--- src/rtl/sbm_pkg.sv ---
package sbm_pkg;
    typedef enum logic [2:0] {
        ST_IDLE     = 3'd0,
        ST_INIT_LOW = 3'd1,
        ST_INIT_REL = 3'd2,
        ST_CLK_LO   = 3'd3,
        ST_CLK_HI   = 3'd4,
        ST_TAIL     = 3'd5,
        ST_DONE     = 3'd6
    } sbm_state_e;
endpackage

--- src/rtl/sbm_phase_timer.sv ---
module sbm_phase_timer #(
    parameter int PH_W = 4
) (
    input  logic            clk,
    input  logic            rst_n,
    input  logic            load,
    input  logic [PH_W-1:0] len,
    output logic            expire
);
    logic [PH_W-1:0] remain;

    always_ff @(posedge clk or negedge rst_n) begin
        if (!rst_n)
            remain <= '0;
        else if (load)
            remain <= len - PH_W'(1);
        else if (remain != '0)
            remain <= remain - PH_W'(1);
    end

    assign expire = (remain == '0);
endmodule

--- src/rtl/sbm_bit_counter.sv ---
module sbm_bit_counter #(
    parameter int CNT_W = 16
) (
    input  logic             clk,
    input  logic             rst_n,
    input  logic             clear,
    input  logic             inc,
    input  logic [CNT_W-1:0] target,
    output logic             hit
);
    logic [CNT_W-1:0] count;

    always_ff @(posedge clk or negedge rst_n) begin
        if (!rst_n) begin
            count <= '0;
            hit   <= 1'b0;
        end else if (clear) begin
            count <= '0;
            hit   <= 1'b0;
        end else if (inc) begin
            count <= count + CNT_W'(1);
            if ((count + CNT_W'(1)) == target)
                hit <= 1'b1;
        end
    end
endmodule

--- src/rtl/sbm_byte_shifter.sv ---
module sbm_byte_shifter #(
    parameter int W = 8
) (
    input  logic         clk,
    input  logic         rst_n,
    input  logic         clear,
    input  logic         shift_en,
    input  logic         din,
    output logic [W-1:0] data,
    output logic         valid
);
    localparam int IDX_W = (W > 1) ? $clog2(W) : 1;

    logic [IDX_W-1:0] idx;

    always_ff @(posedge clk or negedge rst_n) begin
        if (!rst_n) begin
            data  <= '0;
            idx   <= '0;
            valid <= 1'b0;
        end else if (clear) begin
            data  <= '0;
            idx   <= '0;
            valid <= 1'b0;
        end else begin
            valid <= 1'b0;
            if (shift_en) begin
                data <= {data[W-2:0], din};
                if (idx == IDX_W'(W - 1)) begin
                    idx   <= '0;
                    valid <= 1'b1;
                end else begin
                    idx <= idx + IDX_W'(1);
                end
            end
        end
    end
endmodule

--- src/rtl/serial_boot_master.sv ---
module serial_boot_master
    import sbm_pkg::*;
#(
    parameter int INIT_CYC  = 4,
    parameter int SETUP_CYC = 2,
    parameter int LO_CYC    = 2,
    parameter int HI_CYC    = 2,
    parameter int CNT_W     = 16
) (
    input  logic             clk,
    input  logic             rst_n,
    input  logic             start_req,
    input  logic [CNT_W-1:0] bit_total,
    input  logic             early_done,
    input  logic             sdata_in,
    output logic             cfg_clk,
    output logic             init_n,
    output logic             done,
    output logic             busy,
    output logic             count_reached,
    output logic [7:0]       byte_out,
    output logic             byte_valid
);
    localparam int PH_MAX_A = (INIT_CYC > SETUP_CYC) ? INIT_CYC : SETUP_CYC;
    localparam int PH_MAX_B = (LO_CYC > HI_CYC) ? LO_CYC : HI_CYC;
    localparam int PH_MAX   = (PH_MAX_A > PH_MAX_B) ? PH_MAX_A : PH_MAX_B;
    localparam int PH_W     = $clog2(PH_MAX + 1);

    sbm_state_e       state, state_nx;
    logic             tmr_load, tmr_expire, sample, clear;
    logic [PH_W-1:0]  tmr_len;
    logic [CNT_W-1:0] n_q;
    logic             early_q;

    // state register
    always_ff @(posedge clk or negedge rst_n) begin
        if (!rst_n) state <= ST_IDLE;
        else        state <= state_nx;
    end

    // request capture of count and mode
    always_ff @(posedge clk or negedge rst_n) begin
        if (!rst_n) begin
            n_q     <= '0;
            early_q <= 1'b0;
        end else if (start_req) begin
            n_q     <= bit_total;
            early_q <= early_done;
        end
    end

    // next state and phase control
    always_comb begin
        state_nx = state;
        tmr_load = 1'b0;
        tmr_len  = '0;
        sample   = 1'b0;
        clear    = 1'b0;
        if (start_req) begin
            state_nx = ST_INIT_LOW;
            tmr_load = 1'b1;
            tmr_len  = PH_W'(INIT_CYC);
            clear    = 1'b1;
        end else begin
            unique case (state)
                ST_IDLE: ;
                ST_INIT_LOW: if (tmr_expire) begin
                    state_nx = ST_INIT_REL;
                    tmr_load = 1'b1;
                    tmr_len  = PH_W'(SETUP_CYC);
                end
                ST_INIT_REL: if (tmr_expire) begin
                    state_nx = ST_CLK_LO;
                    tmr_load = 1'b1;
                    tmr_len  = PH_W'(LO_CYC);
                end
                ST_CLK_LO: if (tmr_expire) begin
                    state_nx = ST_CLK_HI;
                    tmr_load = 1'b1;
                    tmr_len  = PH_W'(HI_CYC);
                    sample   = 1'b1;
                end
                ST_CLK_HI: if (tmr_expire) begin
                    state_nx = count_reached ? ST_TAIL : ST_CLK_LO;
                    tmr_load = 1'b1;
                    tmr_len  = PH_W'(LO_CYC);
                end
                ST_TAIL: if (tmr_expire) state_nx = ST_DONE;
                ST_DONE: ;
                default: state_nx = ST_IDLE;
            endcase
        end
    end

    // outputs decoded from state
    always_comb begin
        cfg_clk = (state == ST_CLK_HI);
        init_n  = (state != ST_INIT_LOW);
        busy    = (state == ST_INIT_LOW) || (state == ST_INIT_REL) ||
                  (state == ST_CLK_LO)   || (state == ST_CLK_HI)   ||
                  (state == ST_TAIL);
        done    = (state == ST_DONE) ||
                  (early_q && count_reached &&
                   ((state == ST_CLK_HI) || (state == ST_TAIL)));
    end

    sbm_phase_timer #(.PH_W(PH_W)) u_timer (
        .clk    (clk),
        .rst_n  (rst_n),
        .load   (tmr_load),
        .len    (tmr_len),
        .expire (tmr_expire)
    );

    sbm_bit_counter #(.CNT_W(CNT_W)) u_count (
        .clk    (clk),
        .rst_n  (rst_n),
        .clear  (clear),
        .inc    (sample),
        .target (n_q),
        .hit    (count_reached)
    );

    sbm_byte_shifter #(.W(8)) u_shift (
        .clk      (clk),
        .rst_n    (rst_n),
        .clear    (clear),
        .shift_en (sample),
        .din      (sdata_in),
        .data     (byte_out),
        .valid    (byte_valid)
    );
endmodule

--- config.mk ---
export PLATFORM = sky130hd
export DESIGN_NAME = serial_boot_master
export DESIGN_NICKNAME = d
export VERILOG_FILES = /design/src/rtl/sbm_pkg.sv /design/src/rtl/sbm_phase_timer.sv /design/src/rtl/sbm_bit_counter.sv /design/src/rtl/sbm_byte_shifter.sv /design/src/rtl/serial_boot_master.sv
export SDC_FILE = /design/constraint.sdc
export NUM_CORES = 1
export LEC_CHECK = 0
export BUFFER_PORTS_ARGS = -buffer_cell sky130_fd_sc_hd__buf_2
export CAP_MARGIN = 20
export CORE_ASPECT_RATIO = 1.1
export CORE_MARGIN = 1.5
export CORE_UTILIZATION = 45
export CTS_CLUSTER_DIAMETER = 80
export DETAILED_ROUTE_END_ITERATION = 8
export GPL_ROUTABILITY_DRIVEN = 0
export PLACE_DENSITY = 0.69
export SLEW_MARGIN = 20
export SYNTH_ARGS = -nofsm -noshare
export SYNTH_HDL_FRONTEND = slang
export SYNTH_SLANG_ARGS = --single-unit
--- constraint.sdc ---
create_clock -name clk -period 5.2 [get_ports clk]
set_clock_uncertainty 0.05 [all_clocks]
set_input_delay 0.78 -clock clk [delete_from_list [all_inputs] [get_ports clk]]
set_output_delay 0.78 -clock clk [all_outputs]
set_load 0.05 [all_outputs]
## Word-level counts from Yosys, hierarchy flattened

Index checks and enable logic that the tools add are counted.

- Equality and inequality tests: 15
- $add $sub $neg: 4
- Reductions and logical operators: 18
- Mux-type cells: 32

Operator list:

| cell | count |
|---|---|
| 2-to-1 mux 3 bit | 13 |
| 2-to-1 mux 16 bit | 2 |
| one-hot mux 3 bit (6 select lines) | 1 |
| adder 16 x 1 -> 16 bit (second input constant) | 1 |
| == test 16 bit | 1 |
| 2-to-1 mux 8 bit | 2 |
| == test 3 bit (second input constant) | 4 |
| 2-to-1 mux 1 bit | 12 |
| != test 3 bit (second input constant) | 4 |
| == test 3 x 2 -> 1 bit (second input constant) | 2 |
| logical NOT 3 bit | 2 |
| logical OR 1 bit | 6 |
| AND reduction 6 bit | 1 |
| nonzero test 2 bit | 3 |
| subtractor 3 x 1 -> 3 bit (second input constant) | 2 |
| 2-to-1 mux 2 bit | 2 |
| OR reduction 4 bit | 1 |
| adder 3 x 1 -> 3 bit (second input constant) | 1 |
| == test 3 x 1 -> 1 bit (second input constant) | 1 |
| != test 3 x 1 -> 1 bit (second input constant) | 1 |
| != test 3 x 2 -> 1 bit (second input constant) | 1 |
| nonzero test 3 bit | 1 |
| logical AND 1 bit | 2 |
| != test 2 x 1 -> 1 bit (second input constant) | 1 |
| other kinds (2) | 2 |

- Input port bits: 21
- Logic and storage cells: 78
- Register bits after elaboration: 52

## Longest topological paths before layout

- Depth in word-level cells: 6
- Mapped depth: 8

## By module

From an unflattened synthesis, not the netlist that was laid out.

- Cells, all modules: 282
- Area total of the unflattened synthesis: 2899.0 um2

By module, submodules not included:

| module | sequential area each (um2) | area each (um2) | cells each | instances |
|---|---|---|---|---|
| sbm_bit_counter | 425.4 | 1290.0 | 149 | 1 |
| serial_boot_master | 500.5 | 933.4 | 73 | 1 |
| sbm_byte_shifter | 300.3 | 501.7 | 41 | 1 |
| sbm_phase_timer | 75.1 | 173.9 | 19 | 1 |

## Worst setup path after synthesis

Ideal clock, no wire load.

- Path type: register -> output
- Start point: register state[2]
- End point: output cfg_clk
- Arrival time: 1.767 ns
- Path slack: 2.603 ns
- Stages on the path, launching flop included: 4
- Data required time: 4.370 ns
- Cells stage by stage: dfrtp_1 -> clkbuf_1 -> inv_1 -> nor3_1

- Word-level cells in the longest chain between the ends: 1

Ends and longest elaborated chain:

| element | RTL line | text |
|---|---|---|
| start: declaration | serial_boot_master.sv:29 | `sbm_state_e state, state_nx;` |
| start signal: assignment | serial_boot_master.sv:38 | `else state <= state_nx;` |
| == test 3 bit | serial_boot_master.sv:97 | `cfg_clk = (state == ST_CLK_HI);` |
| end: declaration | serial_boot_master.sv:16 | `output logic cfg_clk,` |

No other way between the ends.

## Worst setup path after layout

- Start point: register u_timer.remain[0]
- End point: register u_count.count[15]

- Word-level cells in the longest chain between the ends: 5

Ends and longest elaborated chain:

| element | RTL line | text |
|---|---|---|
| start: declaration | sbm_phase_timer.sv:10 | `logic [PH_W-1:0] remain;` |
| start signal: assignment | sbm_phase_timer.sv:16 | `remain <= len - PH_W'(1);` |
| start signal: assignment | sbm_phase_timer.sv:18 | `remain <= remain - PH_W'(1);` |
| logical NOT 3 bit | sbm_phase_timer.sv:21 | `assign expire = (remain == '0);` |
| 2-to-1 mux 1 bit | serial_boot_master.sv:77 | `ST_CLK_LO: if (tmr_expire) begin` |
| 2-to-1 mux 1 bit | serial_boot_master.sv:65 | `unique case (state)` |
| 2-to-1 mux 1 bit | serial_boot_master.sv:59 | `if (start_req) begin` |
| nonzero test 2 bit (no line) | -- |  |
| end signal: assignment | sbm_bit_counter.sv:21 | `count <= count + CNT_W'(1);` |
| end: declaration | sbm_bit_counter.sv:11 | `logic [CNT_W-1:0] count;` |

No other way between the ends.
A chain may end at the register's enable or synchronous reset.

==> key figures <==
Clocking
  – Worst skew pair latency: 0.31 ns
  – Clock Pin Slew Worst Setup and Hold Paths: 0.10 ns
  – CTS sink count: 52
  – Cts bufs inserted: 5
  – H-tree Lvls: 2
  – Max clock buf depth: 2
  – CTS tree: yes
  – # resized after CTS: 0
  – Root Driver: clkbuf_8
  – Post-CTS Hold Fix Bufs: 0
  – Setup Buffers After CTS: 0

Drt
  – DR pass1 iterations: 5
  – Total number of vias: 2099
  – Vias/cell: 5.42
  – WL per Instance: 14.0 um
  – Starting DRT DRC Count: 109
  – # DRC: 0
  – Routed Antenna Nets: 0
  – WL final: 5430 um

Finish
  – Final std cells w/o fill: 387
  – Final #Nets: 334
  – Post-layout util: 0.532
  – Fraction of layout cells with a size suffix above 1: 0.223
  – Syn-to-layout area delta: 12.2%
  – Antenna cell count: 0
  – Fillers: 549

Floorplan
  – Die Height: 85.6 um
  – Initial Util: 0.475
  – Core area: 5880 um^2
  – Die X: 78.1 um
  – Die area: 6680 um^2
  – Io pins: 35
  – Std cell rows: 29

GRT
  – Initial antenna violation count: 0
  – Vias in the first global route: 1995
  – Largest net degree at the start of global routing: 53
  – Grt ovf: 0
  – Global-route wire length before repair: 9050 um
  – All-Layer GR Usage: 0.171

STA
  – Fin. Hold Viols: 0
  – Fin crit period: 2.74 ns
  – Hold slack final: 0.469 ns
  – Max Slew Vio Count: 0
  – Fmax: 0.365 GHz
  – Slew headroom: 0.346
  – Final WS setup: 2.46 ns
  – Unrepaired setup endpoints after global routing: false
  – Slew at the pin closest to its max-slew limit: 0.980 ns
  – Final setup vio count: 0
  – Tcrit/Tclk final: 0.527
  – Sum Neg Setup Slack: 0 ns

Power and ir drop
  – P_int: 0.722 mW
  – Sw Ratio: 0.260
  – PwrDens: 312 nW/um^2
  – Leakage: 1.32 nW
  – Psw: 0.254 mW
  – Clock power frac: 0.389
  – Comb pwr share: 0.143
  – VDD IR-drop max: 225 uV
  – Share of power burned in registers: 0.468

Logic synthesis
  – Syn Std Cell Area: 2790 um^2
  – Synth Register Bits: 52
  – Seq/Total Area, Yosys: 0.466
  – Net count after synthesis: 312
  – Main flop type after synthesis: dfrtp_1
  – Cells after synthesis: 287
  – Cell variety after synth: 43
  – Synthesis Warnings: 0
  – Top cell type's share of synthesized area: 0.466
  – Avg Inst Size Synth: 9.72 um^2
  – Yosys top cell by area: dfrtp_1
  – Synth async-reset ratio: 1.00
  – Main area contributors after synthesis: dfrtp_1, mux2_2, xnor2_1, xor2_1, nand2_1
  – Post-synth EDFFs: 0

Run
  – Max_cap viols: 0

Setup path
  – Setup crit start kind: flop
  – CP max stage delay: 0.74 ns
  – Slowest cell on crit path: nor3_4
  – CP required: 5.38 ns
  – Worst path arrival time: 2.93 ns
  – Most used cell, CP: or3_1
  – Crit. End Element: flop
  – Crit path max fanout: 20
  – Worst Path Class, Setup: reg2reg
  – Cells along the critical path: or3_1 -> nor3_4 -> nand2_2 -> or2_4 -> or3_1 -> a21oi_1

Placed design
  – Post-Place Setup Slack: 2.49 ns
  – I/O Buffers: 34
  – Placed cell count: 379
  – Hpwl dp: 3530 um

Min path
  – Worst Hold Class: reg2reg

Outcome
  – Outcome: complete, no violations
synthesized netlist by cell type, types with 3 or more instances:
| master | n |
|---|---|
| o21ai_0 | 11 |
| dfrtp_1 | 52 |
| xor2_1 | 17 |
| mux2_2 | 18 |
| xnor2_1 | 17 |
| nor3_1 | 7 |
| inv_1 | 3 |
| nand3_1 | 4 |
| nand4_1 | 10 |
| nor2_1 | 29 |
| or3_1 | 8 |
| a21oi_1 | 21 |
| ha_1 | 4 |
| nand2_1 | 34 |
| clkbuf_1 | 14 |
| nor4_1 | 4 |
| buf_2 | 3 |
critical path, delay by kind of cell, from the launching register on:
kind / cells / cell delay (ns)
AND/OR/NAND/NOR: 5 / 2.07
AO/OA/AOI/OAI: 1 / 0.14
flip-flops: 1 / 0.42
per-layer routing:
metal,vias up,track usage,share of wire
li1,1035,-,-
met1,1019,0.221,0.47
met2,40,0.288,0.49
met3,5,0.0362,0.032
met4,0,0.0536,0.013
met5,-,0,0
path summary, 6_finish.rpt:
check                                  start                 to  slack [ns]  cells past startpoint
setup / recovery           u_timer.remain[0]  u_count.count[15]        2.46                      6
hold / removal                       early_q            early_q        0.47                      1
setup reg to reg           u_timer.remain[0]  u_count.count[15]        2.46                      6
hold reg to reg                      early_q            early_q        0.47                      1
max in group asynchronous              rst_n      u_shift.valid        4.14                      2
min in group asynchronous              rst_n           state[1]        0.50                      2
per-stage QoR:
step | total power, mW | instance area (um^2)
6_report | 0.976 | 3130
2_1_floorplan | 0.566 | 2790
4_1_cts | 0.979 | 3130
3_5_place_dp | 0.603 | 2970
3_3_place_gp | 0.600 | 2970
5_1_grt | 1.01 | 3130
state kept, by name, indices dropped and copies added (netlist names):
register,cells
early_q,1
n_q,16
u_shift.data,8
u_timer.remain,3
u_count.hit,1
state,3
u_shift.valid,1
u_shift.idx,3
u_count.count,16
cell usage in the layout, fill, tap and decap left out, types with 2 or more instances in the layout:
cell and n:
nand3_1 4, nor2_1 29, nor2b_1 2, o2111ai_1 2, inv_1 3, ha_1 4, o211ai_1 2, buf_2 34
or3_1 8, clkbuf_8 5, nand2_1 34, a21oi_1 21, and3_1 2, mux2_2 18, nor4_1 4, dfrtp_1 52
xor2_1 17, nand4_1 10, xnor2_1 17, bufinv_16 3, o21ai_0 11, nor3_1 7
cell families (layout without fill, tap and decap cells):
logic type      Yosys count  count (layout)  share of synthesized area
fa+ha+maj                 4               4                     0.0179
compound gates           43              43                     0.0924
buf+inv                  23              46                     0.0377
flops                    52              52                      0.466
mux                      18              18                     0.0726
simple gates            113             113                      0.206
xor+xnor                 34              34                      0.107
power groups by stage:
stage,logic [mW],registers [mW],clock network [mW]
final,0.140,0.457,0.380
after global routing,0.154,0.461,0.398
after CTS,0.141,0.456,0.382
after detailed placement,0.139,0.464,0
after global placement,0.138,0.462,0
after floorplan,0.119,0.447,0
area by class of cell:
class                      count  area (um^2)  area share
timing repair buffer          35          178      0.0568
clock buffer                   5         68.8      0.0220
inverter                       3         11.3     0.00360
multi-input combinational    212         1380       0.442
tap                           77         96.3      0.0308
sequential                    52         1300       0.416
clock inverter                 3         90.1      0.0288
(Power assumes the default switching activity.)
